--- config.mk ---
export PLATFORM = sky130hd
export DESIGN_NAME = bridge_ctl_regs
export DESIGN_NICKNAME = d
export VERILOG_FILES = /design/src/rtl/brc_pkg.sv /design/src/rtl/brc_word_bank.sv /design/src/rtl/brc_irq_enable.sv /design/src/rtl/brc_self_reset.sv /design/src/rtl/bridge_ctl_regs.sv
export SDC_FILE = /design/constraint.sdc
export NUM_CORES = 2
export LEC_CHECK = 0
export BUFFER_PORTS_ARGS = -buffer_cell sky130_fd_sc_hd__buf_4
export CORE_MARGIN = 2
export CORE_UTILIZATION = 48
export DETAILED_ROUTE_END_ITERATION = 6
export PLACE_DENSITY_LB_ADDON = 0.25
export SLEW_MARGIN = 40
export SYNTH_ARGS = -nofsm -noshare
export SYNTH_HDL_FRONTEND = slang
export SYNTH_SLANG_ARGS = --single-unit
--- constraint.sdc ---
create_clock -name clk -period 3.3 [get_ports clk]
set_input_delay 0.66 -clock clk [delete_from_list [all_inputs] [get_ports clk]]
set_output_delay 0.66 -clock clk [all_outputs]
set_load 0.03 [all_outputs]
--- src/rtl/brc_pkg.sv ---
package brc_pkg;
  localparam int unsigned IDX_CFG     = 1;
  localparam int unsigned IDX_GPIO_D  = 7;
  localparam int unsigned IDX_GPIO_E  = 8;
  localparam int unsigned IDX_EN_SET  = 12;
  localparam int unsigned IDX_EN_CLR  = 13;
  localparam int unsigned IDX_EN      = 14;
  localparam int unsigned IDX_STATUS  = 15;
  localparam int unsigned SELF_RST_BIT = 2;

  // reset image of each word; words not listed are zero
  function automatic logic [31:0] reset_word(input int unsigned idx);
    case (idx)
      0:          return 32'h0000_0C40;
      IDX_CFG:    return 32'h0000_1384;
      2:          return 32'h2BFF_8010;
      3:          return 32'h255E_0091;
      4:          return 32'h0000_6140;
      IDX_GPIO_D: return 32'h0000_01FF;
      IDX_GPIO_E: return 32'h0000_01FF;
      26:         return 32'h0000_0008;
      27:         return 32'h1000_0000;
      default:    return 32'h0;
    endcase
  endfunction

  // true for words that take the write data directly
  function automatic bit plain_word(input int unsigned idx);
    return (idx != IDX_EN) && (idx != IDX_STATUS);
  endfunction
endpackage

--- src/rtl/brc_word_bank.sv ---
module brc_word_bank #(
  parameter int unsigned DATA_W    = 32,
  parameter int unsigned NUM_WORDS = 28
) (
  input  logic                             clk,
  input  logic                             rst_n,
  input  logic [NUM_WORDS-1:0]             wr_hit,
  input  logic [DATA_W-1:0]                wr_data,
  input  logic [DATA_W-1:0]                en_word,
  output logic [NUM_WORDS-1:0][DATA_W-1:0] words
);
  import brc_pkg::*;

  for (genvar i = 0; i < NUM_WORDS; i++) begin : g_word
    if (plain_word(i)) begin : g_store
      logic [DATA_W-1:0] q;
      always_ff @(posedge clk) begin
        if (!rst_n)        q <= DATA_W'(reset_word(i));
        else if (wr_hit[i]) q <= wr_data;
      end
      assign words[i] = q;
    end else if (i == IDX_EN) begin : g_en
      assign words[i] = en_word;
    end else begin : g_zero
      assign words[i] = '0;
    end
  end
endmodule

--- src/rtl/brc_irq_enable.sv ---
module brc_irq_enable #(
  parameter int unsigned DATA_W = 32
) (
  input  logic              clk,
  input  logic              rst_n,
  input  logic              do_set,
  input  logic              do_clr,
  input  logic [DATA_W-1:0] mask_in,
  output logic [DATA_W-1:0] en_q
);
  always_ff @(posedge clk) begin
    if (!rst_n)      en_q <= '0;
    else if (do_set) en_q <= en_q | mask_in;
    else if (do_clr) en_q <= en_q & ~mask_in;
  end


  set_bits_chk: assert property (@(posedge clk) disable iff (!rst_n)
    do_set |=> ((en_q & $past(mask_in)) == $past(mask_in)));

  clr_bits_chk: assert property (@(posedge clk) disable iff (!rst_n)
    do_clr |=> ((en_q & $past(mask_in)) == '0));

  en_hold_chk: assert property (@(posedge clk) disable iff (!rst_n)
    !(do_set || do_clr) |=> $stable(en_q));
endmodule

--- src/rtl/brc_self_reset.sv ---
module brc_self_reset (
  input  logic clk,
  input  logic rst_n,
  input  logic cfg_wr,
  input  logic old_bit,
  input  logic new_bit,
  output logic req_pulse
);
  always_ff @(posedge clk) begin
    if (!rst_n) req_pulse <= 1'b0;
    else        req_pulse <= cfg_wr && !old_bit && new_bit;
  end


  pulse_single_chk: assert property (@(posedge clk) disable iff (!rst_n)
    req_pulse |=> !req_pulse);

  pulse_cause_chk: assert property (@(posedge clk) disable iff (!rst_n)
    req_pulse |-> $past(cfg_wr));
endmodule

--- src/rtl/bridge_ctl_regs.sv ---
module bridge_ctl_regs #(
  parameter int unsigned DATA_W    = 32,
  parameter int unsigned IDX_W     = 5,
  parameter int unsigned NUM_WORDS = 28
) (
  input  logic              clk,
  input  logic              rst_n,
  input  logic              wr_en,
  input  logic [IDX_W-1:0]  wr_idx,
  input  logic [DATA_W-1:0] wr_data,
  input  logic [IDX_W-1:0]  rd_idx,
  output logic [DATA_W-1:0] rd_data,
  output logic [DATA_W-1:0] irq_en,
  output logic              sys_rst_req
);
  import brc_pkg::*;

  logic [NUM_WORDS-1:0]             wr_hit;
  logic [NUM_WORDS-1:0][DATA_W-1:0] words;
  logic [DATA_W-1:0]                en_q;

  for (genvar i = 0; i < NUM_WORDS; i++) begin : g_dec
    assign wr_hit[i] = wr_en && (wr_idx == IDX_W'(i));
  end

  brc_word_bank #(.DATA_W(DATA_W), .NUM_WORDS(NUM_WORDS)) u_bank (
    .clk(clk), .rst_n(rst_n), .wr_hit(wr_hit), .wr_data(wr_data),
    .en_word(en_q), .words(words));

  brc_irq_enable #(.DATA_W(DATA_W)) u_en (
    .clk(clk), .rst_n(rst_n), .do_set(wr_hit[IDX_EN_SET]),
    .do_clr(wr_hit[IDX_EN_CLR]), .mask_in(wr_data), .en_q(en_q));

  brc_self_reset u_srst (
    .clk(clk), .rst_n(rst_n), .cfg_wr(wr_hit[IDX_CFG]),
    .old_bit(words[IDX_CFG][SELF_RST_BIT]),
    .new_bit(wr_data[SELF_RST_BIT]), .req_pulse(sys_rst_req));

  always_comb begin
    rd_data = '0;
    for (int k = 0; k < NUM_WORDS; k++)
      if (rd_idx == IDX_W'(k)) rd_data = words[k];
  end

  assign irq_en = en_q;


  undef_read_chk: assert property (@(posedge clk) disable iff (!rst_n)
    (int'(rd_idx) >= NUM_WORDS) |-> (rd_data == '0));

  status_zero_chk: assert property (@(posedge clk) disable iff (!rst_n)
    (rd_idx == IDX_W'(IDX_STATUS)) |-> (rd_data == '0));
endmodule

# Word level (Yosys, flattened, before mapping)
# Index checks and enable logic that the tools add are counted.
# classes
n_eq_ne,52
n_reduce_logical,32
bitwise_logic,3
mux,30
# ops
operator,n
32-bit 2-to-1 mux,30
"5-bit == test, second input constant",24
"5-bit by 4-bit == test with 1-bit output, second input constant",14
"5-bit by 3-bit == test with 1-bit output, second input constant",8
32-bit AND,1
32-bit inverter,1
32-bit OR,1
1-bit logical AND,28
"5-bit by 2-bit == test with 1-bit output, second input constant",4
"5-bit by 1-bit == test with 1-bit output, second input constant",2
5-bit zero test,2
2-bit nonzero test,1
1-bit zero test,1
# word_totals
register_bits,865
in_bits,45
wordCells,145
out_inout_bits,65

# Depth between registers and ports, before layout
# logic_depth
word_depth,29
ltp_mapped,11
ltp_nobuf,6

# Hierarchy
# Synthesis repeated with hierarchy kept, for this count alone.
# unflattened
hier_cells,4375
area_unflattened_um2,41970.3
# modules_own_cells
module,area_each_um2,cells_per_inst,n_inst,seq_area_each_um2
brc_word_bank,31988.2,2853,1,16656.0
bridge_ctl_regs,8605.8,1379,1,0.0
brc_irq_enable,1346.3,141,1,640.6
brc_self_reset,30.0,2,1,20.0

# Worst setup path before layout
# OpenSTA, ideal clock, no wires.
# synth_timing
kind,input to output
from,in rd_idx[3]
to,out rd_data[1]
stages,9
t_arrival_ns,2.530
path_slack_ns,0.110
required_ns,2.640
path_buffers,5
path_cell_list,buf_6 > and3b_1 > clkbuf_1 > buf_2 > nand2_1 > buf_2 > buf_1 > o21ai_0 > o21ai_0
# synth_via
elab_chain_len,29
elab_cells_between_ends,56
classes_between,27 x eq/ne; 28 x mux; 1 x reduce/logical
# synth_lines
element,line_no,source
from (decl),bridge_ctl_regs.sv:11,"input logic [IDX_W-1:0] rd_idx,"
5-bit zero test,bridge_ctl_regs.sv:42,if (rd_idx == IDX_W'(k)) rd_data = words[k];
32-bit 2-to-1 mux (27 in series),bridge_ctl_regs.sv:42,
32-bit 2-to-1 mux (*),bridge_ctl_regs.sv:42,
to (decl),bridge_ctl_regs.sv:12,"output logic [DATA_W-1:0] rd_data,"
# Mark *: on every way between the ends. The rest lies on a longest branch, timed or not.

# Worst setup path in the final report
# layout_timing
from,reg u_bank.g_word[5].g_store.q[23]
to,out rd_data[23]
# layout_via
elab_chain_len,23
# layout_lines
element,line_no,source
from (decl),brc_word_bank.sv:16,logic [DATA_W-1:0] q;
from (signal assigned),brc_word_bank.sv:18,if (!rst_n) q <= DATA_W'(reset_word(i));
from (signal assigned),brc_word_bank.sv:19,else if (wr_hit[i]) q <= wr_data;
32-bit 2-to-1 mux (23 in series),bridge_ctl_regs.sv:42,
# No other way between the ends.

==> run_summary.xml <==
<?xml version="1.0" encoding="UTF-8"?>
<metrics>
  <group name="min_path">
    <metric name="worstHoldStart" unit="">wr_data[11]</metric>
    <metric name="hold-path-endpoint" unit="">u_bank.g_word[2].g_store.q[11]</metric>
    <metric name="worstHoldPathCells" unit="">3</metric>
    <metric name="holdCritPathClass" unit="">in -&gt; reg</metric>
  </group>
  <group name="synth">
    <metric name="yosys_warnings" unit="">0</metric>
    <metric name="yosys_most_used_dff" unit="">sky130_fd_sc_hd__dfxtp_1</metric>
    <metric name="yosys.cell_count.top_type" unit="">sky130_fd_sc_hd__nand2_1</metric>
    <metric name="synthesis.area" unit="sq um">41200</metric>
    <metric name="number_of_synthesized_flops_with_an_enable_pin" unit="">0</metric>
    <metric name="synthDistinctLibCells" unit="">79</metric>
    <metric name="yosys.area.top_type" unit="">sky130_fd_sc_hd__dfxtp_1</metric>
    <metric name="synthDominantCellAreaShare" unit="">0.420</metric>
    <metric name="postSynth.asyncResetShare" unit="">0</metric>
    <metric name="netlist_instances" unit="">5352</metric>
    <metric name="ys_top_cells_by_area" unit="">sky130_fd_sc_hd__dfxtp_1 (42%), sky130_fd_sc_hd__nand2_1 (17%), sky130_fd_sc_hd__a21boi_0 (15%)</metric>
    <metric name="synth_fp_nets" unit="">5397</metric>
    <metric name="seq_total_area_yosys" unit="">0.420</metric>
    <metric name="avgSynthCellArea" unit="sq um">7.70</metric>
    <metric name="synthTopCellsByCount" unit="">sky130_fd_sc_hd__nand2_1 (1817), sky130_fd_sc_hd__dfxtp_1 (865), sky130_fd_sc_hd__a21boi_0 (808)</metric>
    <metric name="yosys_register_bits" unit="">865</metric>
  </group>
  <group name="setup_path">
    <metric name="critPathCaptureType" unit="">output port</metric>
    <metric name="crit_path_start_kind" unit="">register</metric>
    <metric name="crit_path_max_incr_delay" unit="ps">460</metric>
    <metric name="cpMostUsedCell" unit="">sky130_fd_sc_hd__o211ai_1</metric>
    <metric name="worst-r2r-setup-slack" unit="ps">2290</metric>
    <metric name="criticalPathCategory" unit="">reg -&gt; out</metric>
    <metric name="timing.critical_path.arrival" unit="ps">2920</metric>
    <metric name="cp_data_required_time" unit="ps">2640</metric>
    <metric name="cell_with_the_biggest_individual_delay_on_the_critical_path" unit="">sky130_fd_sc_hd__mux4_2</metric>
    <metric name="critPathTopFamily" unit="">compound AO/OA/AOI/OAI gates</metric>
    <metric name="critical_path.max_fanout" unit="">2</metric>
    <metric name="cp_cell_sequence" unit="">mux4_2 &gt; and3b_1 &gt; o32ai_4 &gt; o211ai_1 &gt; nand3_1 &gt; o211ai_1 &gt; buf_4</metric>
    <metric name="reg2regPathDepth" unit="">2</metric>
    <metric name="timing.critical_path.buf_inv" unit="">1</metric>
  </group>
  <group name="place">
    <metric name="final_replace_weighted_congestion" unit="">1.03</metric>
    <metric name="dpl.hpwl" unit="mm">108</metric>
    <metric name="place.detailed.instances" unit="">6520</metric>
    <metric name="pre_cts_slack" unit="ps">-524</metric>
    <metric name="post_dp_cell_area" unit="sq um">45300</metric>
    <metric name="io_buffers" unit="">109</metric>
  </group>
  <group name="outcome">
    <metric name="status" unit="">finished, violations left</metric>
    <metric name="failing_checks" unit="">setup timing</metric>
  </group>
  <group name="power">
    <metric name="share_seq_of_total_power" unit="">0.436</metric>
    <metric name="clockPowerShare" unit="">0.444</metric>
    <metric name="largest_voltage_drop_on_the_vdd_net" unit="uV">352</metric>
    <metric name="cellLeakagePower" unit="nW">18.5</metric>
    <metric name="switching_share_of_power" unit="">0.263</metric>
    <metric name="intPower" unit="mW">17.9</metric>
    <metric name="p_per_area" unit="nW/um^2">463</metric>
    <metric name="share_comb_of_total_power" unit="">0.121</metric>
    <metric name="p_sw" unit="mW">6.38</metric>
  </group>
  <group name="global_routing">
    <metric name="global_route.usage.total" unit="">0.371</metric>
    <metric name="grt_pass1_wl" unit="mm">252</metric>
    <metric name="grt_overflow" unit="">0</metric>
    <metric name="number_of_antenna_violations_at_the_first_check_in_global_routing" unit="">3</metric>
    <metric name="first_global_vias" unit="">39287</metric>
    <metric name="grt_start_max_net_pins" unit="">114</metric>
  </group>
  <group name="die">
    <metric name="chipWidth" unit="microns">297</metric>
    <metric name="floorplan.io_pins" unit="">110</metric>
    <metric name="start_util" unit="">0.484</metric>
    <metric name="core.rowCount" unit="">107</metric>
    <metric name="fp.coreArea" unit="sq um">85100</metric>
    <metric name="floorplan.die_area" unit="sq um">88200</metric>
    <metric name="die_boundary_height" unit="microns">297</metric>
  </group>
  <group name="drt">
    <metric name="antenna_left" unit="">0</metric>
    <metric name="detail_route.wl_per_cell" unit="microns">25.2</metric>
    <metric name="first_iter_violations" unit="">5692</metric>
    <metric name="drt-vias-per-instance" unit="">6.18</metric>
    <metric name="detail_route.wirelength" unit="mm">171</metric>
    <metric name="drt_drc_violations_left" unit="">0</metric>
    <metric name="vias_post_dr" unit="">42031</metric>
    <metric name="drtPass1Iterations" unit="">7</metric>
  </group>
  <group name="timing">
    <metric name="setup_total_negative_slack" unit="ps">-3920</metric>
    <metric name="grt_setup_unrepaired" unit="">true</metric>
    <metric name="post_route_worst_setup_slack" unit="ps">-279</metric>
    <metric name="final.setup_skew" unit="ps">0.531</metric>
    <metric name="final_period_minus_worst_setup_slack" unit="ps">3580</metric>
    <metric name="fmaxAchievable" unit="MHz">279</metric>
    <metric name="setup_violations" unit="">31</metric>
    <metric name="finalHoldViolCount" unit="">0</metric>
    <metric name="timing.final.max_slew_violations" unit="">0</metric>
    <metric name="worst_slew_margin_rel" unit="">0.453</metric>
    <metric name="tightestPinTransition" unit="ps">820</metric>
    <metric name="final.period_utilization" unit="">1.08</metric>
  </group>
  <group name="clock_network">
    <metric name="cts_inserted_buffers" unit="">93</metric>
    <metric name="cts.clk_slew.worst_paths" unit="ps">60</metric>
    <metric name="cts.hold.buffers_added" unit="">0</metric>
    <metric name="tritoncts" unit="">built</metric>
    <metric name="cts_buffer_depth" unit="">3</metric>
    <metric name="total_number_of_h_tree_levels" unit="">3</metric>
    <metric name="insertion_delay" unit="ps">660</metric>
    <metric name="cts_num_sinks" unit="">865</metric>
    <metric name="ctsRootBufferMaster" unit="">sky130_fd_sc_hd__clkbuf_16</metric>
  </group>
  <group name="finish">
    <metric name="drive_gt1_frac" unit="">0.201</metric>
    <metric name="fin_area" unit="sq um">52400</metric>
    <metric name="finalNonFillerCells" unit="">6803</metric>
    <metric name="nets" unit="">5624</metric>
    <metric name="area_delta_synth_final" unit="%">27.3</metric>
  </group>
  <group name="run">
    <metric name="drv.max_cap_violation_count" unit="">0</metric>
  </group>
</metrics>
## worst min-delay path, delay by kind of cell
kind	cells	cell delay, ps
buffers and inverters	1	210
AND/OR/NAND/NOR	1	90
AO/OA/AOI/OAI	1	70
## registers in the layout, summed over array words and instances (netlist names), named ones only
name / cells
u_srst.req_pulse: 1
u_bank.g_word.g_store.q: 832
## power by group through the flow
stage	Combinational, mW	Clock [mW]	Sequential [mW]
6_report	2.93	10.8	10.6
5_1_grt	3.00	11.2	10.6
4_1_cts	2.71	10.8	10.6
3_5_place_dp	2.31	0	10.8
3_3_place_gp	2.30	0	10.8
2_1_floorplan	1.27	0	10.8
## cells in the final DEF (no fill, tap or decap), types with 12 or more instances in the layout
cell type / synthesis / routed
sky130_fd_sc_hd__o21ai_2: 0 / 12
sky130_fd_sc_hd__nand3_1: 115 / 111
sky130_fd_sc_hd__buf_4: 18 / 436
sky130_fd_sc_hd__o32ai_1: 25 / 16
sky130_fd_sc_hd__a21o_1: 15 / 14
sky130_fd_sc_hd__clkbuf_16: 0 / 99
sky130_fd_sc_hd__buf_6: 17 / 96
sky130_fd_sc_hd__nand2b_1: 21 / 20
sky130_fd_sc_hd__a2bb2oi_1: 54 / 44
sky130_fd_sc_hd__mux2i_1: 55 / 48
sky130_fd_sc_hd__o211ai_1: 28 / 28
sky130_fd_sc_hd__buf_8: 0 / 18
sky130_fd_sc_hd__inv_1: 27 / 25
sky130_fd_sc_hd__a21oi_2: 0 / 17
sky130_fd_sc_hd__o221ai_2: 0 / 12
sky130_fd_sc_hd__o221ai_4: 0 / 12
sky130_fd_sc_hd__buf_12: 0 / 83
sky130_fd_sc_hd__clkbuf_1: 401 / 20
sky130_fd_sc_hd__dfxtp_1: 865 / 865
sky130_fd_sc_hd__o22a_1: 20 / 20
sky130_fd_sc_hd__o21a_1: 26 / 26
sky130_fd_sc_hd__nand2_1: 1817 / 1804
sky130_fd_sc_hd__a2111oi_2: 0 / 14
sky130_fd_sc_hd__clkbuf_8: 0 / 29
sky130_fd_sc_hd__clkinv_2: 0 / 20
sky130_fd_sc_hd__o21ai_0: 150 / 102
sky130_fd_sc_hd__a22oi_1: 54 / 51
sky130_fd_sc_hd__a21oi_1: 141 / 107
sky130_fd_sc_hd__nor3b_1: 19 / 19
sky130_fd_sc_hd__a21boi_0: 808 / 808
sky130_fd_sc_hd__o21ai_1: 14 / 46
sky130_fd_sc_hd__nor2b_1: 35 / 29
sky130_fd_sc_hd__a21oi_4: 0 / 17
sky130_fd_sc_hd__a221oi_2: 0 / 16
sky130_fd_sc_hd__nor2_2: 4 / 36
sky130_fd_sc_hd__nor2_1: 186 / 147
sky130_fd_sc_hd__a211oi_1: 25 / 22
sky130_fd_sc_hd__a31oi_1: 30 / 19
sky130_fd_sc_hd__mux2_2: 42 / 35
sky130_fd_sc_hd__o22ai_1: 30 / 24
## metrics by stage
step	hold WS [ps]	utilization	power [mW]
final	417	0.616	24.3
after global placement	445	0.532	13.1
after global routing	431	0.616	24.8
after CTS	397	0.603	24.1
after floorplan	412	-	12.1
after detailed placement	451	0.532	13.1
## area by class of cell
cell class                 instances  area (sq um)
antenna                            2          5.00
clock inverter                    32           335
tap                             1144          1430
multi-input combinational       3934         23500
clock buffer                     141          2800
fill                            7347         32700
inverter                          27           116
timing repair buffer             658          6920
sequential                       865         17300
## cells by family after synthesis
family                 share of synthesized area
flip-flops                                 0.420
buffers and inverters                     0.0577
AO/OA/AOI/OAI                              0.271
multiplexers                              0.0265
AND/OR/NAND/NOR                            0.225
## how the worst max path moves through the flow
stage                        to  slack, ps  cells past startpoint                           start
floorplan            rd_data[1]        110                      9                       rd_idx[3]
global placement    rd_data[25]       -500                     13                       rd_idx[1]
detailed placement  rd_data[25]       -520                     13                       rd_idx[1]
CTS                 rd_data[23]       -250                      7  u_bank.g_word[5].g_store.q[23]
global route        rd_data[30]       -260                     14                       rd_idx[1]
finish              rd_data[23]       -280                      7  u_bank.g_word[5].g_store.q[23]
## timing repair
item,CTS,global route
endpoints found under the setup margin,32,32
gates resized for setup,418,162
pin swaps,115,96
setup buffers,79,32
gates cloned,16,4
## routing by layer
metal / routed length (microns) / GRT usage / vias up
met4: 10200 / 0.213 / 2
li1: - / - / 18633
met1: 67900 / 0.495 / 20118
met2: 74500 / 0.568 / 2726
met5: 11 / 0 / -
met3: 18500 / 0.0636 / 552
(Power assumes the default switching activity.)
